==> src/rtl/fpd_pkg.sv <==
package fpd_pkg;

    typedef enum logic [1:0] {
        PH_IDLE  = 2'd0,
        PH_FRAME = 2'd1,
        PH_HIT   = 2'd2
    } phase_e;

    typedef struct packed {
        logic start;
        logic take;
    } step_t;

    function automatic logic parity_next(input logic acc, input logic bit_in);
        return acc ^ bit_in;
    endfunction

    function automatic logic can_open(input phase_e ph);
        return ph != PH_FRAME;
    endfunction

endpackage

==> src/rtl/fpd_pos_counter.sv <==
module fpd_pos_counter #(
    parameter int FRAME_BITS = 4,
    parameter int POS_W      = $clog2(FRAME_BITS)
) (
    input  logic                clk,
    input  logic                rst,
    input  fpd_pkg::step_t      step,
    output logic [POS_W-1:0]    idx,
    output logic                last
);
    localparam logic [POS_W-1:0] LAST_IDX = POS_W'(FRAME_BITS - 1);

    always_ff @(posedge clk) begin
        if (rst) begin
            idx <= '0;
        end else if (step.start) begin
            idx <= POS_W'(1);
        end else if (step.take) begin
            idx <= last ? '0 : idx + 1'b1;
        end
    end

    assign last = (idx == LAST_IDX);
endmodule

==> src/rtl/fpd_parity_acc.sv <==
module fpd_parity_acc (
    input  logic           clk,
    input  logic           rst,
    input  fpd_pkg::step_t step,
    input  logic           x_in,
    output logic           odd,
    output logic           close_even
);
    import fpd_pkg::*;

    always_ff @(posedge clk) begin
        if (rst) begin
            odd <= 1'b0;
        end else if (step.start) begin
            odd <= 1'b1;
        end else if (step.take) begin
            odd <= parity_next(odd, x_in);
        end
    end

    assign close_even = ~parity_next(odd, x_in);
endmodule

==> src/rtl/fpd_frame_detector.sv <==
module fpd_frame_detector #(
    parameter int FRAME_BITS = 4
) (
    input  logic clk,
    input  logic rst,
    input  logic x_in,
    output logic z_out
);
    import fpd_pkg::*;

    localparam int POS_W = $clog2(FRAME_BITS);

    phase_e             phase_q;
    phase_e             phase_d;
    step_t              step;
    logic [POS_W-1:0]   bit_idx;
    logic               last_bit;
    logic               odd_q;
    logic               close_even;
    logic               in_frame;

    assign in_frame = (phase_q == PH_FRAME);

    always_comb begin
        step.start = can_open(phase_q) && x_in;
        step.take  = in_frame;
    end

    fpd_pos_counter #(
        .FRAME_BITS (FRAME_BITS),
        .POS_W      (POS_W)
    ) u_pos (
        .clk  (clk),
        .rst  (rst),
        .step (step),
        .idx  (bit_idx),
        .last (last_bit)
    );

    fpd_parity_acc u_par (
        .clk        (clk),
        .rst        (rst),
        .step       (step),
        .x_in       (x_in),
        .odd        (odd_q),
        .close_even (close_even)
    );

    always_comb begin
        phase_d = phase_q;
        unique case (phase_q)
            PH_FRAME: begin
                if (last_bit) begin
                    phase_d = close_even ? PH_HIT : PH_IDLE;
                end
            end
            default: begin
                phase_d = x_in ? PH_FRAME : PH_IDLE;
            end
        endcase
    end

    always_ff @(posedge clk) begin
        if (rst) begin
            phase_q <= PH_IDLE;
        end else begin
            phase_q <= phase_d;
        end
    end

    assign z_out = (phase_q == PH_HIT);
endmodule

==> config.mk <==
export PLATFORM = sky130hd
export DESIGN_NAME = fpd_frame_detector
export DESIGN_NICKNAME = d
export VERILOG_FILES = /design/src/rtl/fpd_pkg.sv /design/src/rtl/fpd_pos_counter.sv /design/src/rtl/fpd_parity_acc.sv /design/src/rtl/fpd_frame_detector.sv
export SDC_FILE = /design/constraint.sdc
export NUM_CORES = 1
export LEC_CHECK = 0
export CORE_AREA = 2 2 39 41
export CTS_BUF_LIST = sky130_fd_sc_hd__clkbuf_16
export CTS_CLUSTER_DIAMETER = 200
export CTS_CLUSTER_SIZE = 8
export DETAILED_ROUTE_END_ITERATION = 8
export DIE_AREA = 0 0 41 43
export DONT_BUFFER_PORTS = 1
export HOLD_SLACK_MARGIN = 0.03
export SETUP_SLACK_MARGIN = 0.3
export SYNTH_ARGS = -nofsm -noshare
export SYNTH_HDL_FRONTEND = slang
export SYNTH_HIERARCHICAL = 1
export SYNTH_SLANG_ARGS = --single-unit
export TNS_END_PERCENT = 5
==> constraint.sdc <==
create_clock -name clk -period 3.65 [get_ports clk]
set_input_delay 0.365 -clock clk [delete_from_list [all_inputs] [get_ports clk]]
set_output_delay 0.365 -clock clk [all_outputs]
set_load 0.1 [all_outputs]
==> results of run 1 <==
## cell type report
type	count	area [sq um]	share of cell area [%]
clock inverters	1	3.75	1.09
flip-flops and latches	5	100	29.1
multi-input cells	17	134	38.9
clock buffers	3	75.1	21.8
inverters	3	11.3	3.27
well taps	16	20.0	5.82
## final timing paths
| kind | start | to | depth (start not counted) |
|---|---|---|---|
| worst min register to register | u_pos/idx[0]$_SDFFE_PP0P_ | u_pos/idx[0]$_SDFFE_PP0P_ | 2 |
| worst min-delay path | rst | phase_q[0]$_SDFFE_PP0P_ | 1 |
| worst max register to register | phase_q[1]$_SDFFE_PP0P_ | u_pos/idx[0]$_SDFFE_PP0P_ | 4 |
| worst max-delay path | phase_q[1]$_SDFFE_PP0P_ | z_out | 1 |
## through the flow
stage	utilization (%)	std cells	hold WS [ns]	power, W	worst slack [ns]
after floorplan	-	25	0.430	0.0000730	1.62
after global placement	19.2	41	0.432	0.0000750	2.13
after detailed placement	19.2	41	0.432	0.0000753	2.13
after CTS	24.9	45	0.198	0.000252	1.88
after global routing	24.9	45	0.194	0.000258	1.84
final	24.9	45	0.201	0.000248	1.89
## synthesized netlist by cell type
cell type  n  area [sq um]
nor3_1     2          10.0
ha_1       1          12.5
or3b_1     1          8.76
dfxtp_1    5           100
a211oi_1   1          7.51
inv_1      3          11.3
mux2i_1    1          10.0
a31oi_1    1          6.26
nand2b_1   2          12.5
nor2_1     1          3.75
nor2b_1    1          6.26
xnor2_1    1          8.76
nor3_2     1          10.0
nand2_1    1          3.75
and4b_1    1          10.0
and3b_1    1          8.76
a211oi_2   1          12.5
## kinds of logic (layout without fill, tap and decap cells)
kind of cell / count (synthesis) / in the layout / synth area share, %
flip-flops: 5 / 5 / 41.2
AND/OR/NAND/NOR: 11 / 11 / 30.4
XOR/XNOR: 1 / 1 / 3.61
buffers and inverters: 3 / 7 / 4.64
adder cells (fa/ha/maj): 1 / 1 / 5.15
AO/OA/AOI/OAI: 3 / 3 / 10.8
multiplexers: 1 / 1 / 4.12
## registers in the layout, indices dropped and copies added (netlist names)
| register | flops |
|---|---|
| phase_q | 2 |
| u_par/odd | 1 |
| u_pos/idx | 2 |
## per-layer routing
metal  routed length, um  up-vias  global-route usage [%]
met5                   0        -                       0
met4                   0        0                    2.00
met3                  62        0                    9.42
met2                 104        7                    5.00
met1                 212       64                    7.42
li1                    -       97                       -
## layout by cell type (no fill, tap or decap)
cell type	count
inv_1	4
or3b_1	1
dfxtp_1	5
nor3_2	1
nand2b_1	2
a211oi_1	1
a31oi_1	1
clkbuf_16	3
nor2b_2	1
mux2i_1	1
nand2_1	1
xnor2_1	1
and3b_1	1
nor2_1	1
nor3_1	2
and4b_1	1
ha_1	1
a211oi_2	1
## report_power, final
| group | switching [W] | total, W | internal [W] |
|---|---|---|---|
| Clock | 0.0000318 | 0.000173 | 0.000141 |
| Sequential | 0.00000260 | 0.0000613 | 0.0000587 |
| Combinational | 0.00000667 | 0.0000134 | 0.00000669 |
==> results.py, run 1 <==
metrics = {
    "worst_setup_path": {
        "r2r_slack_ns": 2.40,
        "slowest_stage": "nor2b_2",
        "cp_slowest_stage_delay_ns": 0.85,
        "cp_data_required_time_ns": 3.28,
        "startpoint_type": "flip-flop",
        "worstSetupPathType": "flip-flop to output pin",
        "path_cells": "nor2b_2",
        "arrival_ns": 1.40,
        "critPathMaxFanout": 3,
        "cp_top_family": "simple AND/OR/NAND/NOR gates",
        "endpoint_kind": "output pin",
        "critPathBufInv": 0,
    },
    "synth": {
        "ys_seq_elements": 5,
        "synth.avg_cell_area_sq_um": 9.71,
        "yosysSeqAreaShare_pct": 41.2,
        "syn_nets": 29,
        "syn-instance-count": 25,
        "netlist_area_sq_um": 243,
        "synth_cell_types": 17,
        "ys_warn_count": 6,
    },
    "layout": {
        "fillers": 149,
        "syn2layout_area_growth_pct": 41.8,
        "nets": 34,
        "final_area_sq_um": 344,
        "drive_gt1_share_pct": 20.7,
        "antenna_cells": 0,
    },
    "detailed_routing": {
        "drt-initial-drc-count": 2,
        "drt_pass1_iterations": 2,
        "drc": 0,
        "ant_nets": 0,
        "vias_per_cell": 3.73,
        "vias": 168,
        "routed_wl_um": 379,
        "wire_per_inst_um": 8.42,
    },
    "clock_tree": {
        "htreeDepth": 1,
        "clk_pin_slew_worst_paths_ns": 0.03,
        "post_cts_buffers": 0,
        "hold_buffers": 0,
        "clock_sinks": 5,
        "worstSkewPairLatency_ns": 0.22,
        "cts_buffer_depth": 2,
        "cts_resized": 0,
        "clockRootBuffer": "clkbuf_16",
        "cts_tree": "yes",
        "cts_made_buffers": 3,
    },
    "sta": {
        "fin_worst_skew_ns": 0.00124,
        "worst_slew_pin_slew_ns": 1.06,
        "post-route-min-period_ns": 1.76,
        "rsz0062_at_grt": "no",
        "fmax_mhz": 568,
        "tns_ns": 0,
        "setup_viol": 0,
        "min_period_over_period_pct": 48.3,
        "finalMaxSlewViolations": 0,
        "relSlewSlack_pct": 29.3,
        "hold_viol": 0,
    },
    "power": {
        "power.leakage_nw": 0.149,
        "p_per_area_mw_per_mm2": 720,
        "ir_worst_vdd_mv": 0.454,
    },
    "grt": {
        "antenna_found_initial": 0,
        "grt-ovfl-total": 0,
        "grt_pass1_wl_um": 627,
        "grt_pass1_vias": 158,
        "track_usage_pct": 6.03,
        "grt_max_degree": 7,
    },
    "place": {
        "gp_congestion": 0.614,
        "io_buffers": 0,
        "hpwl_um": 278,
        "place_area_sq_um": 265,
    },
    "floorplanning": {
        "core_area_sq_mm": 0.00138,
        "die_area_sq_mm": 0.00176,
        "die_h_um": 43,
        "fp-row-count": 14,
        "pin_count": 4,
        "die-width_um": 41,
        "start_util_pct": 17.5,
    },
    "run_status": {
        "status": "finished, final reports clean",
    },
    "job": {
        "cap_violations": 0,
    },
    "worst_hold_path": {
        "hold_path.class": "input port to flip-flop",
    },
}
Note: power is estimated with default switching activity, not from simulation.
==> inputs of run 2 (changes only) <==
==> constraint.sdc (replaced) <==
create_clock -name clk -period 1.7 [get_ports clk]
set_input_delay 0.17 -clock clk [delete_from_list [all_inputs] [get_ports clk]]
set_output_delay 0.17 -clock clk [all_outputs]
set_load 0.1 [all_outputs]
==> results.py, run 2 (same netlist as run 1, synthesis figures left out) <==
metrics = {
    "power": {
        "p_clk_share_pct": 69.7,
        "p_comb_share_pct": 5.9,
        "p_int_w": 0.000446,
        "p_per_area_mw_per_mm2": 1490,
        "power.leakage_nw": 0.158,
        "finalPower_w": 0.000539,
        "p_switching_w": 0.0000928,
        "power_frac_seq_pct": 24.4,
        "swShare_pct": 17.2,
        "ir_worst_vdd_mv": 0.612,
    },
    "clock_tree": {
        "cts_tree": "yes",
        "htreeDepth": 1,
        "clock_sinks": 5,
        "worstSkewPairLatency_ns": 0.22,
        "clk_pin_slew_worst_paths_ns": 0.03,
        "cts_made_buffers": 3,
        "post_cts_buffers": 0,
        "cts_resized": 0,
        "cts_buffer_depth": 2,
        "clockRootBuffer": "clkbuf_16",
    },
    "floorplanning": {
        "core_area_sq_mm": 0.00138,
        "die-width_um": 41,
        "pin_count": 4,
        "die_area_sq_mm": 0.00176,
        "fp-row-count": 14,
        "die_h_um": 43,
        "start_util_pct": 17.5,
    },
    "grt": {
        "grt-ovfl-total": 0,
        "antenna_found_initial": 0,
        "grt_pass1_vias": 196,
        "grt_pass1_wl_um": 779,
        "track_usage_pct": 7.14,
        "grt_max_degree": 7,
    },
    "place": {
        "io_buffers": 0,
        "place_area_sq_um": 273,
        "hpwl_um": 292,
        "gp_congestion": 0.608,
    },
    "layout": {
        "mostFrequentLayoutCells": "5 x dfxtp_1, 4 x inv_1, 3 x clkbuf_16, 2 x nand2b_1, 2 x nor3_1",
        "mostFrequentLayoutCell": "dfxtp_1",
        "syn2layout_area_growth_pct": 49.0,
        "final_area_sq_um": 362,
        "antenna_cells": 0,
        "reg_top3": "phase_q x2, u_pos/idx x2, u_par/odd x1",
        "drive_gt1_share_pct": 22.6,
        "nets": 36,
    },
    "detailed_routing": {
        "wire_per_inst_um": 8.68,
        "vias_per_cell": 4.11,
        "drt_pass1_iterations": 2,
        "routed_wl_um": 408,
        "drc": 0,
        "vias": 193,
        "ant_nets": 0,
        "drt-initial-drc-count": 2,
    },
    "worst_setup_path": {
        "r2r_slack_ns": 0.47,
        "r2r-start": "phase_q[1]$_SDFFE_PP0P_",
        "cp_data_required_time_ns": 1.85,
        "r2r_end": "u_par/odd$_SDFFE_PP0P_",
        "startpoint_type": "flip-flop",
        "r2r_cells": 5,
        "critPathMaxFanout": 6,
        "arrival_ns": 1.38,
        "worstSetupPathType": "flip-flop to flip-flop",
        "endpoint_kind": "flip-flop",
    },
    "sta": {
        "relSlewSlack_pct": 81.6,
        "rsz0062_at_grt": "no",
        "finalMaxSlewViolations": 0,
        "hold_viol": 0,
        "fmax_mhz": 811,
        "worst_slew_pin_slew_ns": 0.279,
        "setup_viol": 0,
        "tns_ns": 0,
        "fin_worst_skew_ns": 0.000452,
        "post-route-min-period_ns": 1.23,
        "min_period_over_period_pct": 72.6,
    },
    "worst_hold_path": {
        "whs_path_depth": 3,
        "hold_path.class": "input port to flip-flop",
        "min_from": "x_in",
        "hold_end": "phase_q[1]$_SDFFE_PP0P_",
    },
    "run_status": {
        "status": "finished, final reports clean",
    },
    "job": {
        "cap_violations": 0,
    },
}
[run 2: cell types whose count changed in the layout (fill, tap and decap cells not counted), sizes merged]
cell         previous run  this run
dlygate4sd3             0         1
buf                     0         1
[run 2: area by class of cell]
class / instances / area (sq um)
Tap cell: 16 / 20.0
Sequential cell: 5 / 100
Clock buffer: 3 / 75.1
Clock inverter: 1 / 3.75
Fill cell: 140 / 1020
Timing Repair Buffer: 2 / 17.5
Inverter: 3 / 11.3
Multi-Input combinational cell: 17 / 134
[run 2: through the flow]
stage                     cells  setup slack (ns)  utilization (%)  hold WS [ns]
after global routing         47             0.310             26.1         0.143
after floorplan              25             0.393                -         0.235
final                        47             0.466             26.1         0.119
after CTS                    47             0.463             26.1         0.114
after detailed placement     42             0.480             19.7         0.239
after global placement       42             0.483             19.7         0.237
[run 2: metal layers]
metal  wire length (um)  global-route usage (%)  vias to the layer above
li1                   -                       -                      101
met1                184                    7.44                       85
met2                180                    8.75                        7
met3                 42                    7.33                        0
met4                  0                    4.00                        0
met5                  0                       0                        -
[run 2: worst max-delay path, stage by stage (launching register included)]
cell      delay [ns]
dfxtp_1         0.32
nand2b_1        0.17
inv_1           0.12
nor2_1          0.22
and4b_1         0.24
nor3_2          0.09
[run 2: power by group through the flow]
stage | Clock, W | Combinational (W) | Sequential, W
after floorplan | 0 | 0.0000249 | 0.000132
after global placement | 0 | 0.0000274 | 0.000133
after detailed placement | 0 | 0.0000283 | 0.000134
after CTS | 0.000386 | 0.0000322 | 0.000132
after global routing | 0.000397 | 0.0000367 | 0.000133
final | 0.000375 | 0.0000318 | 0.000132
[run 2: how the worst max path moves through the flow]
stage	startpoint	end	slack, ns
6_report	phase_q[1]$_SDFFE_PP0P_	u_par/odd$_SDFFE_PP0P_	0.47
5_1_grt	phase_q[1]$_SDFFE_PP0P_	u_par/odd$_SDFFE_PP0P_	0.31
4_1_cts	phase_q[1]$_SDFFE_PP0P_	u_par/odd$_SDFFE_PP0P_	0.46
3_5_place_dp	phase_q[1]$_SDFFE_PP0P_	u_pos/idx[0]$_SDFFE_PP0P_	0.48
3_3_place_gp	phase_q[1]$_SDFFE_PP0P_	u_par/odd$_SDFFE_PP0P_	0.48
2_1_floorplan	phase_q[1]$_SDFFE_PP0P_	z_out	0.39
[run 2: what timing repair did]
| item | 4_1_cts | 5_1_grt |
|---|---|---|
| hold buffers | 1 | 0 |
| endpoints found under the setup margin | 0 | 0 |
| endpoints found under the hold margin | 5 | 0 |
